[config.mk]
export PLATFORM = sky130hd
export DESIGN_NAME = sram_lane_ctrl
export DESIGN_NICKNAME = d
export VERILOG_FILES = /design/src/rtl/sram_lane_pkg.sv /design/src/rtl/sram_lane_timer.sv /design/src/rtl/sram_lane_decode.sv /design/src/rtl/sram_lane_ctrl.sv
export SDC_FILE = /design/constraint.sdc
export NUM_CORES = 1
export LEC_CHECK = 0
export BUFFER_PORTS_ARGS = -buffer_cell sky130_fd_sc_hd__buf_2
export CAP_MARGIN = 20
export CORE_MARGIN = 1.5
export CORE_UTILIZATION = 42
export DETAILED_ROUTE_END_ITERATION = 12
export PLACE_DENSITY = 0.78
export SYNTH_ARGS = -nofsm -noshare
export SYNTH_HDL_FRONTEND = slang
export SYNTH_HIERARCHICAL = 1
export SYNTH_SLANG_ARGS = --single-unit
[constraint.sdc]
create_clock -name clk -period 1.7 [get_ports clk]
set_input_delay 0.255 -clock clk [delete_from_list [all_inputs] [get_ports clk]]
set_output_delay 0.255 -clock clk [all_outputs]
set_load 0.02 [all_outputs]
[src/rtl/sram_lane_pkg.sv]
`timescale 1ns/1ps
package sram_lane_pkg;
  localparam int LANE_W = 8;

  typedef enum logic [2:0] {
    ST_IDLE   = 3'd0,
    ST_WSETUP = 3'd1,
    ST_WPULSE = 3'd2,
    ST_WHOLD  = 3'd3,
    ST_RDWAIT = 3'd4
  } seq_state_t;
endpackage

[src/rtl/sram_lane_timer.sv]
`timescale 1ns/1ps
// Cycle counter restarted on every state change; flags the final cycle.
module sram_lane_timer #(
  parameter int CW = 2
) (
  input  logic          clk,
  input  logic          rst,
  input  logic          restart,
  input  logic [CW-1:0] limit,
  output logic          last
);
  logic [CW-1:0] cnt_q;

  always_ff @(posedge clk) begin
    if (rst || restart) cnt_q <= '0;
    else                cnt_q <= cnt_q + 1'b1;
  end

  assign last = (cnt_q == limit);
endmodule

[src/rtl/sram_lane_decode.sv]
`timescale 1ns/1ps
// Lane mask to active-low lane controls.
module sram_lane_decode #(
  parameter int LANES = 2
) (
  input  logic [LANES-1:0] lane_sel,
  input  logic             active,
  output logic [LANES-1:0] lane_n
);
  for (genvar i = 0; i < LANES; i++) begin : g_lane
    assign lane_n[i] = ~(active & lane_sel[i]);
  end
endmodule

[src/rtl/sram_lane_ctrl.sv]
`timescale 1ns/1ps
module sram_lane_ctrl
  import sram_lane_pkg::*;
#(
  parameter int AW        = 16,
  parameter int DW        = 16,
  parameter int WE_CYCLES = 2,
  parameter int READ_WAIT = 2
) (
  input  logic          clk,
  input  logic          rst,
  input  logic          req_valid,
  output logic          req_ready,
  input  logic          req_write,
  input  logic [AW-1:0] req_addr,
  input  logic [1:0]    req_be,
  input  logic [DW-1:0] req_wdata,
  output logic          rsp_valid,
  output logic [DW-1:0] rsp_rdata,
  output logic [AW-1:0] mem_addr,
  output logic          mem_cs,
  output logic          mem_bc1_n,
  output logic          mem_bc2_n,
  output logic          mem_we_n,
  output logic          mem_oe_n,
  output logic [DW-1:0] mem_dq_out,
  output logic          mem_dq_oe,
  input  logic [DW-1:0] mem_dq_in
);
  localparam int LANES  = DW / LANE_W;
  localparam int MAXC   = (WE_CYCLES > READ_WAIT) ? WE_CYCLES : READ_WAIT;
  localparam int CW     = $clog2(MAXC + 1);
  localparam logic [CW-1:0] WE_LIM = CW'(WE_CYCLES - 1);
  localparam logic [CW-1:0] RD_LIM = CW'(READ_WAIT - 1);

  seq_state_t        state_q, state_d;
  logic [LANES-1:0]  be_q, be_d, lane_n_d, lane_n_q;
  logic [AW-1:0]     addr_q;
  logic [DW-1:0]     wdata_q, rd_mask, rdata_q;
  logic              accept, t_last, rd_done;
  logic              cs_q, we_n_q, oe_n_q, dq_oe_q, rsp_valid_q;

  assign req_ready = (state_q == ST_IDLE);
  assign accept    = req_valid && req_ready && (req_be != 2'b00);
  assign rd_done   = (state_q == ST_RDWAIT) && t_last;

  sram_lane_timer #(.CW(CW)) u_timer (
    .clk     (clk),
    .rst     (rst),
    .restart (state_d != state_q),
    .limit   ((state_q == ST_WPULSE) ? WE_LIM : RD_LIM),
    .last    (t_last)
  );

  always_comb begin
    state_d = state_q;
    be_d    = be_q;
    case (state_q)
      ST_IDLE: if (accept) begin
        be_d    = LANES'(req_be);
        state_d = req_write ? ST_WSETUP : ST_RDWAIT;
      end
      ST_WSETUP: state_d = ST_WPULSE;
      ST_WPULSE: if (t_last) state_d = ST_WHOLD;
      ST_WHOLD:  state_d = ST_IDLE;
      ST_RDWAIT: if (t_last) state_d = ST_IDLE;
      default:   state_d = ST_IDLE;
    endcase
  end

  sram_lane_decode #(.LANES(LANES)) u_pin_dec (
    .lane_sel (be_d),
    .active   (state_d != ST_IDLE),
    .lane_n   (lane_n_d)
  );

  for (genvar i = 0; i < LANES; i++) begin : g_mask
    assign rd_mask[i*LANE_W +: LANE_W] = {LANE_W{be_q[i]}};
  end

  always_ff @(posedge clk) begin
    if (rst) begin
      state_q     <= ST_IDLE;
      be_q        <= '0;
      addr_q      <= '0;
      wdata_q     <= '0;
      cs_q        <= 1'b0;
      lane_n_q    <= '1;
      we_n_q      <= 1'b1;
      oe_n_q      <= 1'b1;
      dq_oe_q     <= 1'b0;
      rsp_valid_q <= 1'b0;
      rdata_q     <= '0;
    end else begin
      state_q  <= state_d;
      be_q     <= be_d;
      if (accept) begin
        addr_q  <= req_addr;
        wdata_q <= req_wdata;
      end
      cs_q     <= (state_d != ST_IDLE);
      lane_n_q <= lane_n_d;
      we_n_q   <= (state_d != ST_WPULSE);
      oe_n_q   <= (state_d != ST_RDWAIT);
      dq_oe_q  <= (state_d == ST_WSETUP) || (state_d == ST_WPULSE) ||
                  (state_d == ST_WHOLD);
      rsp_valid_q <= rd_done;
      if (rd_done) rdata_q <= mem_dq_in & rd_mask;
    end
  end

  assign mem_addr   = addr_q;
  assign mem_dq_out = wdata_q;
  assign mem_cs     = cs_q;
  assign mem_bc1_n  = lane_n_q[0];
  assign mem_bc2_n  = lane_n_q[LANES-1];
  assign mem_we_n   = we_n_q;
  assign mem_oe_n   = oe_n_q;
  assign mem_dq_oe  = dq_oe_q;
  assign rsp_valid  = rsp_valid_q;
  assign rsp_rdata  = rdata_q;

  // Assertions
  p_oe_off_in_write_r5: assert property (@(posedge clk) disable iff (rst)
    !mem_we_n |-> mem_oe_n);

  p_we_fall_after_setup_r3: assert property (@(posedge clk) disable iff (rst)
    $fell(mem_we_n) |-> $past(mem_cs) && $stable(mem_addr) && $past(mem_dq_oe));

  p_we_release_first_r3: assert property (@(posedge clk) disable iff (rst)
    $rose(mem_we_n) |-> mem_cs && !(mem_bc1_n && mem_bc2_n));

  p_write_hold_r4: assert property (@(posedge clk) disable iff (rst)
    !mem_we_n |=> $stable(mem_addr) && $stable(mem_dq_out) && mem_dq_oe);

  p_driver_only_write_r4: assert property (@(posedge clk) disable iff (rst)
    mem_dq_oe |-> mem_oe_n && mem_cs);

  p_read_pins_r6: assert property (@(posedge clk) disable iff (rst)
    !mem_oe_n |-> mem_we_n && mem_cs && !(mem_bc1_n && mem_bc2_n));

  p_rsp_pulse_r6: assert property (@(posedge clk) disable iff (rst)
    rsp_valid |=> !rsp_valid);

  p_rsp_after_oe_r6: assert property (@(posedge clk) disable iff (rst)
    rsp_valid |-> mem_oe_n && !$past(mem_oe_n));

  p_rsp_mask_r7: assert property (@(posedge clk) disable iff (rst)
    rsp_valid |-> (!$past(mem_bc1_n) || rsp_rdata[LANE_W-1:0] == '0) &&
                  (!$past(mem_bc2_n) || rsp_rdata[DW-1:DW-LANE_W] == '0));

  p_idle_standby_r9: assert property (@(posedge clk) disable iff (rst)
    req_ready |-> !mem_cs && mem_bc1_n && mem_bc2_n && mem_we_n && mem_oe_n);
endmodule

Word-level counts from Yosys, hierarchy flattened
Index checks and enable logic that the tools add are counted.
- flip-flop bits (word level): 62
- input bits: 54
- bitwise logic cells: 5
- eq/ne operators: 10
- add/sub/neg operators: 1
- mux-type cells: 7
- reduce and logical (&&, ||, !) cells: 9
- operators with widths (kind ; count):
    $and 16x16->16 ; 1
    $mux 3 ; 4
    $pmux 3 s4 ; 1
    $eq 3x2->1 const B ; 3
    $eq 3x1->1 const B ; 2
    $mux 2 ; 2
    $eq 3x3->1 const B ; 1
    $logic_and 1x1->1 ; 3
    $logic_not 3->1 ; 1
    $logic_or 1x1->1 ; 3
    $ne 3x2->1 const B ; 1
    $ne 3x3->1 ; 1
    $ne 3x3->1 const B ; 1
    $reduce_bool 3->1 ; 1
    $add 2x1->2 const B ; 1
    $and 1x1->1 ; 2
    $eq 2x1->1 const B ; 1
    $not 1->1 ; 2
    $reduce_bool 2->1 ; 1

Depth between registers and ports, before layout
Gate-level depths: netlist (run 1).
- word-level depth: 8
- gate-level depth with buffers: 9

Cells and area by module
The synthesis (run 1) kept the hierarchy.
- modules (own cells, without submodules) (module ; sequential area each (um2) ; times used ; area each (um2) ; cells each):
    sram_lane_ctrl ; 1201.2 ; 1 ; 2427.3 ; 247
    sram_lane_timer ; 40.0 ; 1 ; 85.1 ; 8
    sram_lane_decode ; 0.0 ; 1 ; 7.5 ; 2

Worst setup path after synthesis (run 1)
No wires, ideal clock.
- kind: register -> register
- start point: register state_q[1]
- end point: register lane_n_q[1]
- period minus slack after synthesis: 1.685 ns
- data arrival time: 1.561 ns
- data required time: 1.577 ns
- slack: 0.015 ns
- setup time: 0.123 ns
- cell stages (with the launch flop): 10
- path through: dfxtp_1 buf_6 or3_4 buf_6 inv_8 buf_8 nand3_1 nand2_1 nand2_1 or2_2
- elaborated cells on any way between the ends: 15
- RTL lines (what ; line ; text):
    start: declaration ; sram_lane_ctrl.sv:36 ; seq_state_t state_q, state_d;
    start signal: assignment ; sram_lane_ctrl.sv:95 ; state_q <= state_d;
    $logic_not 3->1 * ; sram_lane_ctrl.sv:43 ; assign req_ready = (state_q == ST_IDLE);
    net req_ready ; sram_lane_ctrl.sv:13 ; output logic req_ready,
    $logic_and 1x1->1 (2 in series) ; sram_lane_ctrl.sv:44 ; assign accept = req_valid && req_ready && (req_be != 2'b00);
    $mux 2 ; sram_lane_ctrl.sv:59 ; ST_IDLE: if (accept) begin
    $mux 2 * ; sram_lane_ctrl.sv:58 ; case (state_q)
    net be_d[1] ; sram_lane_ctrl.sv:37 ; logic [LANES-1:0] be_q, be_d, lane_n_d, lane_n_q;
    $and 1x1->1 * ; sram_lane_decode.sv:11 ; assign lane_n[i] = ~(active & lane_sel[i]);
    $not 1->1 * ; sram_lane_decode.sv:11 ;
    net lane_n_d[1] ; sram_lane_ctrl.sv:37 ;
    end signal: assignment ; sram_lane_ctrl.sv:102 ; lane_n_q <= lane_n_d;
    end: declaration ; sram_lane_ctrl.sv:37 ;
Mark *: on every way through the listed nets, which the timed path passes. The rest lies on a longest branch.
A chain may end at the register's enable or synchronous reset.

Worst setup path after layout (run 1)
- start point: register u_timer.cnt_q[1]
- end point: register u_timer.cnt_q[1]
- longest elaborated chain between the ends: 5
- elaborated cells on any way between the ends: 7
- RTL lines (what ; line ; text):
    start: declaration ; sram_lane_timer.sv:12 ; logic [CW-1:0] cnt_q;
    start signal: assignment ; sram_lane_timer.sv:16 ; else cnt_q <= cnt_q + 1'b1;
    $eq 2x1->1 * ; sram_lane_timer.sv:19 ; assign last = (cnt_q == limit);
    net t_last ; sram_lane_ctrl.sv:40 ; logic accept, t_last, rd_done;
    $mux 3, on equally long branches ; sram_lane_ctrl.sv:66, sram_lane_ctrl.sv:64 ;
    $pmux 3 s4 * ; sram_lane_ctrl.sv:58 ;
    $ne 3x3->1 * ; sram_lane_ctrl.sv:50 ; .restart (state_d != state_q),
    $logic_or 1x1->1 * ; sram_lane_timer.sv:15 ; if (rst || restart) cnt_q <= '0;
Marked as above.

==> results of run 1 <==
## metal layers
| layer | share of wire (%) | vias up | routed length [µm] |
|---|---|---|---|
| li1 | - | 1175 | - |
| met1 | 44 | 1112 | 2843 |
| met2 | 45 | 98 | 2919 |
| met3 | 9.5 | 8 | 609 |
| met4 | 1.1 | 0 | 69 |
| met5 | 0 | - | 0 |
## layout by cell type (no fill, tap or decap), drive strengths merged
cell	instances
xnor2	2
nand2	4
nor2b	2
inv	2
conb	2
nor4b	1
maj3	1
o21ai	37
o21bai	1
dfxtp	62
o211ai	1
a22o	16
nor2	6
nand4bb	1
clkinvlp	1
or3	3
buf	125
clkbuf	10
o2111ai	32
or2	3
xor2	2
o22ai	1
nand3	3
o21ba	1
nand2b	3
a21oi	34
clkinv	3
bufinv	2
nor3	3
nor3b	3
## kinds of logic after synthesis
logic type	synth area share (%)
compound gates	32.37
xor+xnor	1.391
fa+ha+maj	0.3972
buf+inv	7.745
flops	49.26
other cells	0.2980
simple gates	8.540
## path summary, 6_finish.rpt
check,to,slack [ns],cells after the start
max reg2reg,u_timer/cnt_q[1]$_SDFF_PP0_,0.05,6
max,u_timer/cnt_q[1]$_SDFF_PP0_,0.05,6
min reg2reg,u_timer/cnt_q[0]$_SDFF_PP0_,0.47,1
min,rsp_rdata[9]$_SDFFE_PP0P_,0.13,2
## power groups by stage
| stage | sequential (mW) | clock [mW] | combinational [mW] |
|---|---|---|---|
| floorplan | 1.69 | 0 | 0.354 |
| detailed placement | 1.61 | 0 | 0.621 |
| global route | 1.59 | 1.51 | 0.696 |
| CTS | 1.58 | 1.44 | 0.626 |
| finish | 1.58 | 1.40 | 0.639 |
| global placement | 1.61 | 0 | 0.617 |
## area by class of cell
| cell class | count | share of cell area [%] |
|---|---|---|
| Timing Repair Buffer | 125 | 19.89 |
| Inverter | 2 | 0.4486 |
| Clock buffer | 10 | 3.813 |
| Sequential cell | 62 | 37.20 |
| Clock inverter | 6 | 2.579 |
| Multi-Input combinational cell | 162 | 33.27 |
| Tap cell | 75 | 2.804 |
## per-stage QoR
step / hold slack, ns / area, µm² / cells
5_1_grt: 0.1075 / 3347 / 442
2_1_floorplan: 0.3259 / 2520 / 257
3_5_place_dp: 0.4603 / 3092 / 425
6_report: 0.1279 / 3347 / 442
4_1_cts: 0.1074 / 3312 / 441
3_3_place_gp: 0.4558 / 3092 / 425
## state kept, by name (all words and copies together) (netlist names)
signal	flops
rsp_valid	1
lane_n_q	2
state_q	3
be_q	2
mem_addr	16
mem_dq_out	16
mem_oe_n	1
mem_we_n	1
u_timer/cnt_q	2
mem_dq_oe	1
mem_cs	1
rsp_rdata	16
## synthesized netlist by cell type, drive strengths merged
| cell | number |
|---|---|
| o2111ai | 32 |
| dfxtp | 62 |
| nor3b | 3 |
| o211ai | 1 |
| xnor2 | 2 |
| o21ba | 1 |
| maj3 | 1 |
| conb | 2 |
| nand2b | 3 |
| a21oi | 34 |
| o21bai | 1 |
| or2 | 3 |
| nand3 | 3 |
| buf | 15 |
| nor2b | 2 |
| inv | 2 |
| clkbuf | 16 |
| nor2 | 6 |
| or3 | 3 |
| xor2 | 2 |
| nand4bb | 1 |
| nor4b | 1 |
| o21ai | 37 |
| nor3 | 3 |
| nand2 | 4 |
| a22o | 16 |
| o22ai | 1 |
## timing repair
| item | 4_1_cts | 5_1_grt |
|---|---|---|
| setup buffers | 0 | 1 |
| endpoints found under the setup margin | 17 | 5 |
| pin swaps | 0 | 1 |
| hold buffers | 0 | 0 |
| resized for setup | 3 | 6 |
## critical path, stage by stage, from the launching register on
cell	delay [ns]
dfxtp_2	0.35
xor2_2	0.15
nor2_2	0.09
buf_4	0.14
maj3_1	0.33
or3_4	0.35
nor3_2	0.17
==> reports/results.tsv, run 1 <==
metric	value	unit
outcome	complete, no violations	
worst path arrival time	1.91	ns
total power draw	3.616	mW
Slew @ Worst Pin	0.5922	ns
top fanout value on the critical path	3	
Setup crit start kind	register	
footprint of the multi-input gates	0.001114	mm²
Leakage	1.466	nW
Antenna Violating Nets Remaining	0	
fmax	0.6069	GHz
critical path startpoint	u_timer/cnt_q[1]$_SDFF_PP0_	
Final min period	1.648	ns
Cell Pwr Density	1080	mW/mm²
Crit. End Element	register	
GR Layer Usage met1	24.63	%
drc violations	0	
synth warn	6	
Flop pwr share	43.7	%
# Max-Cap Violations	0	
met3 usage	8.864	%
largest net degree at the start of global routing	49	
Post-Syn Nets	311	
Yosys reg bits	62	
First DRT Iteration DRCs	193	
Worst VDD drop	0.0006389	V
max_slew headroom	60.34	%
clock-pin slew of the registers on the worst-case setup and hold paths	0.07	ns
Fin. Hold Viols	0	
First-pass DRT Iterations	4	
hpwl dp	4206	µm
Layout area overhead	32.82	%
WP data required	1.96	ns
clock share of power	38.7	%
Sw Pwr	1.012	mW
vias in the first global route	2106	
sw frac	28.00	%
routed wire length	6442	µm
HP Start	mem_dq_in[9]	
Core Rows	28	
area fraction of the dominant cell type after synthesis	49.26	%
vias	2393	
TritonCTS Buffers	9	
fin nets	416	
Initial Util	43.07	%
share of post-route cells with drive strength above 1	43.60	%
Int Power	2.604	mW
first-pass GRT wire length	9922	µm
io pins	110	
post-route setup slack	0.05216	ns
clk_lat worst skew	0.34	ns
final count of negative-setup-slack endpoints	0	
diode count	0	
share of total power in combinational logic	17.7	%
# H-tree levels	3	
Post-Syn Area	0.002520	mm²
sequential area share after synthesis	49.26	%
Min-Delay Path Class	in2reg	
GP Congestion	0.7074	
GRT Total Usage	19.87	%
die width	80.46	µm
reg-to-reg startpoint	u_timer/cnt_q[1]$_SDFF_PP0_	
Sum Neg Setup Slack	0	ns
Clock Sinks	62	
Core ar.	0.005851	mm²
dpl ws	-0.1977	ns
Max Transition Viols Final	0	
Die Ht	80.46	µm
GRT Max-Usage Layer	met2	
die area	0.006474	mm²
Util after Layout	57.21	%
Avg Inst Size Synth	9.805	µm²
fill count	522	
clk buf depth	2	
vias per inst	5.414	
initial antenna violation count	0	
IO Port Bufs	109	
WS Path Type	reg2reg	
Post-Syn Instances	257	
Root Driver	clkbuf_8	
clock skew	0.01124	ns
top cells by area in the synthesized netlist	dfxtp_1 (49%), o2111ai_1 (11%), o21ai_0 (7.0%)	
WL/cell	14.57	µm
grt total ovfl	0	
Synth area leader	dfxtp_1	
Final Cycle Share	96.93	%
met2 Use GR	30.59	%
CTS tree	built	
Yosys cell types	39	
Register Area	0.001245	mm²
Note: power is estimated with default switching activity, not from simulation.
==> run 2: changes to the inputs <==
--- a/config.mk
+++ b/config.mk
@@ -11,6 +11,7 @@
 export CORE_UTILIZATION = 42
 export DETAILED_ROUTE_END_ITERATION = 12
 export PLACE_DENSITY = 0.78
+export SKIP_LAST_GASP = 1
 export SYNTH_ARGS = -nofsm -noshare
 export SYNTH_HDL_FRONTEND = slang
 export SYNTH_HIERARCHICAL = 1
==> constraint.sdc (replaced) <==
create_clock -name clk -period 1.7 [get_ports clk]
set_input_delay 0.255 -clock clk [delete_from_list [all_inputs] [get_ports clk]]
set_output_delay 0.255 -clock clk [all_outputs]
set_load 0.005 [all_outputs]
==> reports/results.tsv, run 2 (synthesized netlist as in run 1, its figures left out) <==
metric	value	unit
# Max-Cap Violations	0	
First-pass DRT Iterations	4	
hold endpoint	rsp_rdata[5]$_SDFFE_PP0P_	
Flop pwr share	44.7	%
Int Power	2.602	mW
sw frac	26.40	%
Worst path slowest cell	dfxtp_2	
FF-to-FF setup slack	0.03	ns
fin nets	416	
Cell Pwr Density	1055	mW/mm²
CP peak stage delay	0.35	ns
grt total ovfl	0	
initial antenna violation count	0	
final count of negative-setup-slack endpoints	0	
commonest non-fill, non-tap cell in the layout	buf_2	
Final min period	1.665	ns
Clock Sinks	62	
TritonCTS Buffers	9	
CP top delay family	simple AND/OR/NAND/NOR gates	
critical-path cell list	xor2_2 > nor2_2 > buf_4 > maj3_1 > or3_4 > nor3_2	
top fanout value on the critical path	3	
first-pass GRT wire length	9922	µm
share of post-route cells with drive strength above 1	43.60	%
share of total power in combinational logic	15.7	%
Root Driver	clkbuf_8	
GP Congestion	0.7074	
WS Path Type	reg2reg	
dpl ws	-0.1977	ns
worst path arrival time	1.92	ns
Crit Reg-Reg Endpoint	u_timer/cnt_q[0]$_SDFF_PP0_	
# H-tree levels	3	
hold slack final	0.1274	ns
critical path startpoint	u_timer/cnt_q[1]$_SDFF_PP0_	
Die Ht	80.46	µm
io pins	110	
drc violations	0	
Sw Pwr	0.9334	mW
unrepaired setup endpoints after global routing	yes	
hpwl dp	4206	µm
Fin. Hold Viols	0	
IO Port Bufs	109	
vias	2384	
max_slew headroom	60.43	%
clock share of power	39.6	%
clk buf depth	2	
WL/cell	14.60	µm
GRT Total Usage	19.87	%
Reg2Reg Depth	6	
Hold Path Cell Cnt	2	
HP Start	mem_dq_in[5]	
Layout area overhead	33.02	%
Leakage	1.467	nW
Worst VDD drop	0.0006309	V
largest net degree at the start of global routing	49	
Min-Delay Path Class	in2reg	
Worst Path Buf+Inv	1	
diode count	0	
routed wire length	6451	µm
post-route setup slack	0.03470	ns
Final Cycle Share	97.96	%
vias in the first global route	2106	
clock-pin slew of the registers on the worst-case setup and hold paths	0.07	ns
Core ar.	0.005851	mm²
fmax	0.6005	GHz
fill count	520	
Antenna Violating Nets Remaining	0	
WP data required	1.95	ns
First DRT Iteration DRCs	197	
commonest non-fill, non-tap cells in the layout	buf_2 (109), dfxtp_1 (60), o21ai_0 (35)	
die width	80.46	µm
clock skew	0.01154	ns
Max Transition Viols Final	0	
clk_lat worst skew	0.34	ns
outcome	complete, no violations	
reg-to-reg startpoint	u_timer/cnt_q[1]$_SDFF_PP0_	
Crit. End Element	register	
Core Rows	28	
Setup crit start kind	register	
CTS tree	built	
Initial Util	43.07	%
Slew @ Worst Pin	0.5909	ns
die area	0.006474	mm²
vias per inst	5.394	
## run 2: cell counts in the layout (fill, tap and decap cells not counted)
Identical to the previous run, type by type.
## run 2: what timing repair did
item / 4_1_cts / 5_1_grt
setup buffers: 0 / 1
gates resized for setup: 3 / 6
endpoints found under the setup margin: 17 / 4
endpoints found under the hold margin: 0 / 0
hold buffers: 0 / 0
pin swaps: 0 / 1
## run 2: final cells by class
class | count | area [µm²] | share of cell area [%]
Inverter | 2 | 15.01 | 0.4479
Clock inverter | 6 | 86.33 | 2.576
Timing Repair Buffer | 125 | 665.6 | 19.86
Sequential cell | 62 | 1244 | 37.10
Tap cell | 75 | 93.84 | 2.800
Clock buffer | 10 | 127.6 | 3.807
Multi-Input combinational cell | 162 | 1120 | 33.41
## run 2: worst max path at each step
stage | depth (start not counted) | to
after floorplan | 6 | lane_n_q[0]$_SDFF_PP1_
after CTS | 6 | u_timer/cnt_q[0]$_SDFF_PP0_
after global routing | 6 | u_timer/cnt_q[0]$_SDFF_PP0_
after detailed placement | 5 | rsp_rdata[13]$_SDFFE_PP0P_
after global placement | 5 | rsp_rdata[10]$_SDFFE_PP0P_
final | 6 | u_timer/cnt_q[0]$_SDFF_PP0_
## run 2: power by group through the flow
stage / clock network, mW / logic (mW) / registers, mW
6_report: 1.40 / 0.556 / 1.58
5_1_grt: 1.51 / 0.614 / 1.59
4_1_cts: 1.44 / 0.542 / 1.58
3_5_place_dp: 0 / 0.536 / 1.61
3_3_place_gp: 0 / 0.533 / 1.61
2_1_floorplan: 0 / 0.350 / 1.61
## run 2: metrics by stage
stage	std cells	instance area [µm²]	utilization (%)	setup TNS (ns)	power [mW]
after floorplan	257	2520	-	0	1.963
after global placement	425	3092	52.84	-1.672	2.138
after detailed placement	425	3092	52.84	-2.790	2.145
after CTS	441	3312	56.61	0	3.557
after global routing	442	3352	57.29	-0.03050	3.714
final	442	3352	57.29	0	3.535
## run 2: worst register-to-register path, stage by stage, from the launching register on
cell	delay, ns
dfxtp_2	0.35
xor2_2	0.15
nor2_2	0.09
buf_4	0.14
maj3_1	0.33
or3_4	0.35
nor3_2	0.17
## run 2: metal layers
metal	global-route usage [%]	up-vias	wire, µm
li1	-	1172	-
met1	24.63	1111	2855
met2	30.59	93	2918
met3	8.864	8	607
met4	6.552	0	69
met5	0	-	0
==> run 3: changes to the inputs <==
==> constraint.sdc (replaced) <==
create_clock -name clk -period 1.7 [get_ports clk]
set_input_delay 0.255 -clock clk [delete_from_list [all_inputs] [get_ports clk]]
set_output_delay 0.255 -clock clk [all_outputs]
set_load 0.1 [all_outputs]
==> reports/results.tsv, run 3 (synthesized netlist as in run 1, its figures left out) <==
metric	value	unit
Min-Delay Path Class	in2reg	
Sum Neg Setup Slack	0	ns
fin nets	418	
# H-tree levels	3	
diode count	0	
Max Transition Viols Final	0	
initial antenna violation count	0	
first-pass GRT wire length	10540	µm
First-pass DRT Iterations	4	
met2 Use GR	34.37	%
routed wire length	6722	µm
IO Port Bufs	109	
unrepaired setup endpoints after global routing	no	
met3 usage	5.682	%
Root Driver	clkbuf_8	
io pins	110	
Die Ht	80.46	µm
Worst path slowest cell	or3_4	
# Max-Cap Violations	0	
Clock Sinks	62	
Layout Cells excl Fill	444	
Worst VDD drop	0.0006935	V
max_slew headroom	66.46	%
GRT Max-Usage Layer	met2	
final count of negative-setup-slack endpoints	0	
Layout area overhead	33.47	%
Worst Path Buf+Inv	2	
largest net degree at the start of global routing	49	
commonest non-fill, non-tap cells in the layout	buf_2 (108), dfxtp_1 (61), o21ai_0 (35)	
GR Layer Usage met1	27.00	%
top fanout value on the critical path	11	
clock-pin slew of the registers on the worst-case setup and hold paths	0.08	ns
CP peak stage delay	0.41	ns
Leakage	1.482	nW
share of post-route cells with drive strength above 1	43.63	%
vias in the first global route	2242	
Antenna Violating Nets Remaining	0	
total power draw	3.975	mW
Post-CTS Hold Fix Bufs	0	
post-route setup slack	0.05764	ns
Slew @ Worst Pin	0.5032	ns
WP data required	1.44	ns
Fin. Hold Viols	0	
drc violations	0	
CP top delay family	simple AND/OR/NAND/NOR gates	
Final Cycle Share	96.61	%
Cell Pwr Density	1182	mW/mm²
Hold Path Cell Cnt	2	
worst path arrival time	1.39	ns
GRT Total Usage	21.43	%
WL/cell	15.14	µm
vias per inst	5.473	
die width	80.46	µm
Crit. End Element	output pin	
TritonCTS Buffers	9	
CTS tree	built	
Core ar.	0.005851	mm²
commonest non-fill, non-tap cell in the layout	buf_2	
grt total ovfl	0	
hold slack final	0.1186	ns
clk_lat worst skew	0.34	ns
WS Path Type	reg2out	
clk buf depth	2	
hpwl dp	4273	µm
Reg2Reg Depth	5	
First DRT Iteration DRCs	160	
die area	0.006474	mm²
placed insts	426	
Setup crit start kind	register	
clock skew	0.007136	ns
critical-path cell list	or3_4 > inv_8 > buf_12	
Final min period	1.642	ns
CP Depth	3	
fmax	0.6089	GHz
dpl ws	-0.2310	ns
vias	2430	
Core Rows	28	
GP Congestion	0.8140	
outcome	complete, no violations	
Initial Util	43.07	%
## run 3: cell types whose count changed in the layout (fill, tap and decap cells not counted), sizes merged
cell,change
bufinv,-1
clkbuf,-1
buf,+1
clkinvlp,+1
inv,+3
clkinv,-1
## run 3: final timing paths
check                              startpoint                           to  slack, ns
hold / removal                   mem_dq_in[3]    rsp_rdata[3]$_SDFFE_PP0P_       0.12
setup / recovery        state_q[0]$_SDFF_PP0_                    req_ready       0.06
setup reg to reg  u_timer/cnt_q[0]$_SDFF_PP0_  u_timer/cnt_q[1]$_SDFF_PP0_       0.07
hold reg to reg   mem_dq_out[14]$_SDFFE_PP0N_  mem_dq_out[14]$_SDFFE_PP0N_       0.47
## run 3: where the power goes
group	leakage (nW)	switching, mW	internal, mW	total, mW
logic	0.880	0.851	0.256	1.11
clock network	0.0960	0.610	0.681	1.29
registers	0.506	0.0400	1.54	1.58
total	1.48	1.50	2.47	3.98
## run 3: what timing repair did
action                     4_1_cts  5_1_grt
setup endpoints to repair       19       25
gates resized for setup          2        5
pin swaps                        1        3
setup buffers                    1        0
gates cloned                     1        0
## run 3: layer usage
layer	vias to the layer above	share of wire [%]
li1	1188	-
met3	6	5.2
met2	78	50
met4	0	0.95
met5	-	0
met1	1158	44
## run 3: per-stage QoR
stage	area [µm²]	util, %
final	3363	57.49
after global routing	3363	57.49
after CTS	3343	57.14
after detailed placement	3124	53.40
after global placement	3124	53.40
after floorplan	2549	-
## run 3: final cells by class
class	instances	area (µm²)
repair inverters	1	6.256
clock buffers	9	123.9
flip-flops and latches	62	1242
repair buffers	126	691.9
fillers	538	2487
multi-input cells	162	1117
clock inverters	7	72.57
inverters	2	15.01
well taps	75	93.84
